--- src/rtl/adc_post_pkg.sv ---
package adc_post_pkg;

    localparam int THR_SEL_W = 3;

    typedef logic [THR_SEL_W-1:0] thr_sel_t;

    // Threshold as a count of sixteenths of full-scale magnitude.
    function automatic logic [3:0] thr_frac16(input thr_sel_t sel);
        logic [3:0] f;
        case (sel)
            3'd0:    f = 4'd2;
            3'd1:    f = 4'd3;
            3'd2:    f = 4'd4;
            3'd3:    f = 4'd6;
            3'd4:    f = 4'd8;
            3'd5:    f = 4'd10;
            3'd6:    f = 4'd12;
            default: f = 4'd14;
        endcase
        return f;
    endfunction

endpackage

--- src/rtl/delay_line.sv ---
module delay_line #(
    parameter int WIDTH = 1,
    parameter int DEPTH = 1
) (
    input  logic             clk,
    input  logic             rst_n,
    input  logic [WIDTH-1:0] din,
    output logic [WIDTH-1:0] dout
);
    typedef logic [WIDTH-1:0] word_t;

    word_t pipe_d [DEPTH];
    word_t pipe_q [DEPTH];

    always_comb begin
        pipe_d[0] = din;
        for (int i = 1; i < DEPTH; i++) begin
            pipe_d[i] = pipe_q[i-1];
        end
    end

    always_ff @(posedge clk or negedge rst_n) begin
        if (!rst_n) begin
            for (int i = 0; i < DEPTH; i++) begin
                pipe_q[i] <= '0;
            end
        end else begin
            pipe_q <= pipe_d;
        end
    end

    assign dout = pipe_q[DEPTH-1];

endmodule

--- src/rtl/offset_clamp.sv ---
module offset_clamp #(
    parameter int DW = 14,
    parameter int OW = 6
) (
    input  logic          clk,
    input  logic          rst_n,
    input  logic          in_valid,
    input  logic [DW-1:0] in_sample,
    input  logic [OW-1:0] offset,
    output logic          out_valid,
    output logic          out_ovr,
    output logic [DW-1:0] out_sample
);
    localparam logic [DW-1:0] MAX_CODE = {1'b0, {(DW-1){1'b1}}};
    localparam logic [DW-1:0] MIN_CODE = {1'b1, {(DW-1){1'b0}}};
    localparam logic signed [DW:0] SUM_MAX = {2'b00, {(DW-1){1'b1}}};
    localparam logic signed [DW:0] SUM_MIN = {2'b11, {(DW-1){1'b0}}};

    typedef struct packed {
        logic          vld;
        logic          ovr;
        logic [DW-1:0] data;
    } stage_t;

    stage_t st_d, st_q;
    logic signed [DW:0] sum_w;

    always_comb begin
        sum_w = {in_sample[DW-1], in_sample}
              + {{(DW+1-OW){offset[OW-1]}}, offset};
        st_d.vld = in_valid;
        st_d.ovr = in_valid && ((in_sample == MAX_CODE) || (in_sample == MIN_CODE));
        if (sum_w > SUM_MAX) begin
            st_d.data = MAX_CODE;
        end else if (sum_w < SUM_MIN) begin
            st_d.data = MIN_CODE;
        end else begin
            st_d.data = sum_w[DW-1:0];
        end
    end

    always_ff @(posedge clk or negedge rst_n) begin
        if (!rst_n) st_q <= '0;
        else        st_q <= st_d;
    end

    assign out_valid  = st_q.vld;
    assign out_ovr    = st_q.ovr;
    assign out_sample = st_q.data;

    // Marks that one edge has passed since reset, so $past is meaningful.
    logic seen_q;
    always_ff @(posedge clk or negedge rst_n) begin
        if (!rst_n) seen_q <= 1'b0;
        else        seen_q <= 1'b1;
    end

    p_zero_off_r4: assert property (@(posedge clk) disable iff (!rst_n)
        (seen_q && $past(offset) == '0) |-> (st_q.data == $past(in_sample)));

    p_sat_hi_r3: assert property (@(posedge clk) disable iff (!rst_n)
        (seen_q && $past(in_sample) == MAX_CODE && !$past(offset[OW-1]))
        |-> (st_q.data == MAX_CODE));

    p_sat_lo_r3: assert property (@(posedge clk) disable iff (!rst_n)
        (seen_q && $past(in_sample) == MIN_CODE && $past(offset[OW-1]))
        |-> (st_q.data == MIN_CODE));

    p_ext_flag_r5: assert property (@(posedge clk) disable iff (!rst_n)
        (seen_q && $past(in_valid) && $past(in_sample) == MAX_CODE) |-> st_q.ovr);

endmodule

--- src/rtl/fast_range_detect.sv ---
module fast_range_detect
    import adc_post_pkg::*;
#(
    parameter int DW       = 14,
    parameter int FAST_LAT = 4
) (
    input  logic          clk,
    input  logic          rst_n,
    input  logic          in_valid,
    input  logic [DW-1:0] in_sample,
    input  thr_sel_t      thr_sel,
    output logic          hit
);
    localparam int TAIL = FAST_LAT - 2;
    localparam logic [DW:0] MIN_THR = (DW+1)'(2) << (DW-5);

    typedef struct packed {
        logic          vld;
        logic [DW:0]   mag;
        logic          hit;
    } stage_t;

    stage_t st_d, st_q;
    logic [DW:0] thr_w;

    always_comb begin
        thr_w    = {{(DW+1-4){1'b0}}, thr_frac16(thr_sel)} << (DW-5);
        st_d.vld = in_valid;
        st_d.mag = in_sample[DW-1] ? (~{1'b1, in_sample} + 1'b1) : {1'b0, in_sample};
        st_d.hit = st_q.vld && (st_q.mag >= thr_w);
    end

    always_ff @(posedge clk or negedge rst_n) begin
        if (!rst_n) st_q <= '0;
        else        st_q <= st_d;
    end

    delay_line #(.WIDTH(1), .DEPTH(TAIL)) i_tail (
        .clk  (clk),
        .rst_n(rst_n),
        .din  (st_q.hit),
        .dout (hit)
    );

    logic seen_q;
    always_ff @(posedge clk or negedge rst_n) begin
        if (!rst_n) seen_q <= 1'b0;
        else        seen_q <= 1'b1;
    end

    p_fast_min_r7: assert property (@(posedge clk) disable iff (!rst_n)
        (seen_q && st_q.hit) |-> ($past(st_q.mag) >= MIN_THR));

    p_fast_vld_r6: assert property (@(posedge clk) disable iff (!rst_n)
        (seen_q && st_q.hit) |-> $past(st_q.vld));

endmodule

--- src/rtl/adc_post_proc.sv ---
module adc_post_proc
    import adc_post_pkg::*;
#(
    parameter int NCH      = 2,
    parameter int DW       = 14,
    parameter int OW       = 6,
    parameter int STD_LAT  = 31,
    parameter int FAST_LAT = 4
) (
    input  logic                         clk,
    input  logic                         rst_n,
    input  logic [NCH-1:0]               in_valid,
    input  logic [NCH-1:0][DW-1:0]       in_sample,
    input  logic [NCH-1:0][OW-1:0]       cfg_offset,
    input  logic [NCH-1:0]               cfg_fast_en,
    input  logic [NCH-1:0][THR_SEL_W-1:0] cfg_thr_sel,
    output logic [NCH-1:0]               out_valid,
    output logic [NCH-1:0][DW-1:0]       out_sample,
    output logic [NCH-1:0]               out_ovr
);
    localparam int STD_TAIL = STD_LAT - 1;
    localparam int PW       = DW + 2;

    for (genvar c = 0; c < NCH; c++) begin : g_ch
        logic          s1_vld, s1_ovr, fast_hit;
        logic [DW-1:0] s1_data;
        logic [PW-1:0] tail_out;

        offset_clamp #(.DW(DW), .OW(OW)) i_clamp (
            .clk       (clk),
            .rst_n     (rst_n),
            .in_valid  (in_valid[c]),
            .in_sample (in_sample[c]),
            .offset    (cfg_offset[c]),
            .out_valid (s1_vld),
            .out_ovr   (s1_ovr),
            .out_sample(s1_data)
        );

        delay_line #(.WIDTH(PW), .DEPTH(STD_TAIL)) i_align (
            .clk  (clk),
            .rst_n(rst_n),
            .din  ({s1_vld, s1_ovr, s1_data}),
            .dout (tail_out)
        );

        fast_range_detect #(.DW(DW), .FAST_LAT(FAST_LAT)) i_fast (
            .clk      (clk),
            .rst_n    (rst_n),
            .in_valid (in_valid[c]),
            .in_sample(in_sample[c]),
            .thr_sel  (cfg_thr_sel[c]),
            .hit      (fast_hit)
        );

        always_comb begin
            out_valid[c]  = tail_out[PW-1];
            out_sample[c] = tail_out[DW-1:0];
            out_ovr[c]    = cfg_fast_en[c] ? fast_hit : tail_out[DW];
        end

        p_std_flag_valid_r8: assert property (@(posedge clk) disable iff (!rst_n)
            (!cfg_fast_en[c] && out_ovr[c]) |-> out_valid[c]);
    end

endmodule

--- config.mk ---
export PLATFORM = sky130hd
export DESIGN_NAME = adc_post_proc
export DESIGN_NICKNAME = d
export VERILOG_FILES = /design/src/rtl/adc_post_pkg.sv /design/src/rtl/delay_line.sv /design/src/rtl/offset_clamp.sv /design/src/rtl/fast_range_detect.sv /design/src/rtl/adc_post_proc.sv
export SDC_FILE = /design/constraint.sdc
export NUM_CORES = 1
export LEC_CHECK = 0
export ABC_AREA = 1
export BUFFER_PORTS_ARGS = -buffer_cell sky130_fd_sc_hd__buf_2
export CORE_ASPECT_RATIO = 1.2
export CORE_MARGIN = 1
export CORE_UTILIZATION = 63
export CTS_BUF_LIST = sky130_fd_sc_hd__clkbuf_2
export DETAILED_ROUTE_END_ITERATION = 7
export HOLD_SLACK_MARGIN = 0.08
export PLACE_DENSITY = 0.8
export SKIP_CTS_REPAIR_TIMING = 1
export SYNTH_ARGS = -nofsm -noshare
export SYNTH_HDL_FRONTEND = slang
export SYNTH_SLANG_ARGS = --single-unit
--- constraint.sdc ---
create_clock -name clk -period 1.6 [get_ports clk]
set_input_delay 0.08 -clock clk [delete_from_list [all_inputs] [get_ports clk]]
set_output_delay 0.08 -clock clk [all_outputs]
set_load 0.01 [all_outputs]
==> metrics.md <==
| Metric | Value |
|---|---|
| Total Die Area | `around 46,000 um2` |
| Clock tree from TritonCTS | `built` |
| Power density of the placed cells | `between 1500 and 2000 nW/um2` |
| Outcome | `finished with violations` |
| Number of pins exceeding their max-slew limit in the final report | `0` |
| Cell depth of the worst flop-to-flop path | `5` |
| Crit path setup slack, layout | `-0.5788 ns` |
| Remaining DRCs | `0` |
| Fmax | `459.0 MHz` |
| Width of the die | `slightly below 200 um` |
| Die Ht | `between 200 and 250 um` |
| Reported leakage power | `about 16 nW` |
| Floorplan row count | `85` |
| Largest cells by area after synthesis | `sky130_fd_sc_hd__dfrtp_1 90%, sky130_fd_sc_hd__nand2_1 2.2%, sky130_fd_sc_hd__ha_1 1.7%` |
| Endpoint with the worst hold slack | `g_ch[1].i_fast.st_q[4]$_DFF_PN0_` |
| Share of cells above drive strength 1 | `between 20% and 30%` |
| H-tree lvl count | `4` |
| Number of enable flip-flop cells after synthesis | `0` |
| Largest net degree at the start of global routing | `87` |
| Placed cell areas | `30,830 um2` |
| RePlAce Congestion | `~0.82` |
| Total global routing overflow | `0` |
| Utilization of the core after routing | `about three quarters` |
| Total iterations of the first detailed-routing run | `5` |
| Top-Level Pins | `84` |
| Number of design-rule violations left by the first detailed-router iteration | `589` |
| Failing checks | `negative setup slack` |
| Worst max-slew margin expressed relative to the limit | `approximately 56%` |
| Final critical-path required period | `around 2.2 ns` |
| Total vias in the final route | `~14k` |
| WHS Path Cells | `7` |
| Routed wire per std cell | `between 15 and 20 um` |
| Summed area of non-filler cells in the final layout | `33,850 um2` |
| Bufs on Longest Clock Path | `3` |
| CTS root buffer | `sky130_fd_sc_hd__clkbuf_2` |
| Starting density of the core | `63.96%` |
| Routed WL | `53.93 mm` |
| Fin. Hold Viols | `0` |
| Slew of the pin with the lowest slew margin | `around 0.66 ns` |
| Kind of end point of the critical path | `flop` |
| Clock slew seen by the registers of the worst setup and hold paths | `around 0.090 ns` |
| Sequential cell area fraction in the yosys report | `about nine tenths` |
| Share of the cycle needed by the critical path after routing | `136.2%` |
| Port Buf Inserts | `83` |
| Cell type with the highest aggregate area in the netlist | `sky130_fd_sc_hd__dfrtp_1` |
| Post-detailed-placement half-perimeter wirelength | `32.47 mm` |
| Latest clock arrival within the worst-skew pair | `1.27 ns` |
| Routed via count divided by cell count | `4.843` |
| Area taken by flip-flops and latches | `25,730 um2` |
| Final setup violation count | `66` |
| Multi-input gate area in the final layout | `about 2500 um2` |
| Filler Cell Count | `about 2.6k` |
| Area delta synth->final | `17.90%` |
| Warnings, synthesis | `0` |
| Most common library cell in the layout ignoring fill and taps | `sky130_fd_sc_hd__dfrtp_1` |
| Count of distinct cell types in the synthesized netlist | `33` |
| Worst R2R Start | `g_ch[0].i_fast.st_q[13]$_DFF_PN0_` |
| Maximum fanout along the worst path | `3` |
| Hold path startpoint | `in_sample[16]` |
| Type of the tightest min-delay check | `primary input to flop` |
| Asr flop ratio synth | `100.0%` |
| Number of clock buffers inserted by TritonCTS | `214` |
| Required @ worst endpoint | `2.63 ns` |
| Worst setup path category | `primary input to flop` |
| Reg2Reg Capture Point | `g_ch[0].i_fast.st_q[0]$_DFF_PN0_` |
| Synthesized area | `28,710 um2` |
| Global-route wire length before repair | `~80 mm` |
| Post-Syn Area per Cell | `approximately 18 um2` |
| Unrepaired setup endpoints after global routing | `yes` |
| Clk_skew | `between 0.1 and 0.15 ns` |
| Max-cap violation count | `0` |
| Startpoint type of the worst setup path | `primary input` |
| Worst VDD drop | `approximately 700 uV` |
| CP Data Arrival Time | `between 3 and 4 ns` |
| Area share of the largest cell type after synthesis | `between 80% and 90%` |
| Via count of the first global-routing pass | `about 15k` |
| Number of nets in the finished design | `2,152` |
| Number of instances in the synthesized netlist | `about 1.6k` |
| Most frequent cells in the layout | `1,026 x sky130_fd_sc_hd__dfrtp_1, 319 x sky130_fd_sc_hd__clkbuf_2, 166 x sky130_fd_sc_hd__nand2_1, 106 x sky130_fd_sc_hd__buf_4, 105 x sky130_fd_sc_hd__dlygate4sd3_1` |
| Overall track demand over capacity in global routing | `a little under a quarter` |
| Synthesis-stage register bit count | `1,028` |
| Internal reg-to-reg setup slack | `0.06 ns` |
| Top flip-flop cell by instance count after synthesis | `sky130_fd_sc_hd__dfrtp_1` |
| Placeable core region | `about 45,000 um2` |
| Routed Antenna Nets | `0` |
| Antenna violations before repair | `6` |
| Number of clock sinks | `1,028` |
cell usage after synthesis, types with 2 or more instances:
cell,instances
sky130_fd_sc_hd__a21boi_0,4
sky130_fd_sc_hd__ha_1,40
sky130_fd_sc_hd__a21oi_1,29
sky130_fd_sc_hd__nand2_1,166
sky130_fd_sc_hd__nand3_1,34
sky130_fd_sc_hd__o21ai_0,10
sky130_fd_sc_hd__xnor2_1,16
sky130_fd_sc_hd__buf_6,2
sky130_fd_sc_hd__nand2_2,4
sky130_fd_sc_hd__nor3_1,7
sky130_fd_sc_hd__mux2_2,2
sky130_fd_sc_hd__fa_1,2
sky130_fd_sc_hd__o21bai_1,4
sky130_fd_sc_hd__xor2_1,24
sky130_fd_sc_hd__nor2_1,49
sky130_fd_sc_hd__clkbuf_1,2
sky130_fd_sc_hd__inv_1,72
sky130_fd_sc_hd__dfrtp_1,1028
sky130_fd_sc_hd__buf_4,31
sky130_fd_sc_hd__nand4_1,15
sky130_fd_sc_hd__a41oi_1,2
sky130_fd_sc_hd__nor4b_1,2
sky130_fd_sc_hd__nand3_2,2
sky130_fd_sc_hd__nor4_1,6
kinds of logic (layout without fill, tap and decap cells):
kind of cell,Yosys count,count (layout),share of synthesized area [%]
and+or+nand+nor,290,290,4.337
adders and majority gates,42,42,1.883
other,1,4,0.01306
DFF,1028,1028,89.61
xor gates and xnor gates,40,40,1.220
AOI/OAI and AO/OA,50,50,0.9720
muxes,2,2,0.07845
buffers and inverters,109,750,1.887
sequential cells by signal, indices dropped and copies added (netlist names):
name	count
g_ch.i_fast.st_q	34
g_ch.i_clamp.out_ovr	2
g_ch.i_clamp.out_sample	28
g_ch.i_align.dout	32
g_ch.i_fast.i_tail.pipe_d	2
g_ch.i_fast.i_tail.dout	2
g_ch.i_align.pipe_d	928
per-stage QoR:
stage | hold slack, ns | setup slack, ns | std cells | power, W | setup TNS, ns
after detailed placement | 0.02586 | -0.2836 | 2345 | 0.03755 | -5.713
after global placement | 0.02756 | -0.1597 | 2345 | 0.03623 | -4.037
final | 0.1305 | -0.5788 | 2815 | 0.05224 | -13.40
after floorplan | -0.2156 | 0.01751 | 1563 | 0.03475 | 0
after CTS | -1.312 | -0.5967 | 2707 | 0.05264 | -11.20
after global routing | 0.08395 | -0.5830 | 2815 | 0.05500 | -20.00
cell type report:
cell class	count	area share, %
Antenna cell	2	0.01479
Inverter	73	0.8096
Timing Repair Buffer	315	8.107
Clock buffer	319	4.717
Tap cell	609	2.251
Clock inverter	43	0.8318
Sequential cell	1028	76.01
Multi-Input combinational cell	426	7.253
worst max path at each step:
| stage | slack [ns] | startpoint | to | cells after the start |
|---|---|---|---|---|
| after floorplan | 0.02 | in_sample[0] | g_ch[0].i_clamp.out_sample[4]$_DFF_PN0_ | 14 |
| after global placement | -0.16 | cfg_offset[5] | g_ch[0].i_clamp.out_sample[12]$_DFF_PN0_ | 10 |
| after detailed placement | -0.28 | cfg_offset[11] | g_ch[1].i_clamp.out_sample[5]$_DFF_PN0_ | 8 |
| after CTS | -0.60 | g_ch[0].i_align.dout[14]$_DFF_PN0_ | out_ovr[0] | 2 |
| after global routing | -0.58 | in_sample[17] | g_ch[1].i_fast.st_q[13]$_DFF_PN0_ | 12 |
| final | -0.58 | in_sample[17] | g_ch[1].i_fast.st_q[13]$_DFF_PN0_ | 12 |
layer usage:
metal	wire, um	part of all wire, %	GRT usage (%)	up-vias
li1	-	-	-	6015
met1	20990	39	29.26	7124
met2	29670	55	40.64	383
met3	1884	3.5	5.119	110
met4	1386	2.6	9.161	0
met5	0	0	0	-
power by group:
| group | switching [W] | total (W) | internal [W] | leakage (nW) |
|---|---|---|---|---|
| registers | 0.00248 | 0.0345 | 0.0320 | 11.9 |
| logic | 0.00164 | 0.00282 | 0.00118 | 3.11 |
| clock network | 0.00903 | 0.0149 | 0.00588 | 1.47 |
critical path, stage by stage:
cell	delay [ns]
sky130_fd_sc_hd__buf_2	0.09
sky130_fd_sc_hd__dlygate4sd3_1	0.58
sky130_fd_sc_hd__buf_4	0.14
sky130_fd_sc_hd__dlygate4sd3_1	0.58
sky130_fd_sc_hd__inv_1	0.14
sky130_fd_sc_hd__nand3_1	0.15
sky130_fd_sc_hd__nor2_1	0.13
sky130_fd_sc_hd__nand2_1	0.07
sky130_fd_sc_hd__dlygate4sd3_1	0.58
sky130_fd_sc_hd__nor3_1	0.31
sky130_fd_sc_hd__a21oi_1	0.17
sky130_fd_sc_hd__xor2_1	0.18
Note: power is estimated with default switching activity, not from simulation.
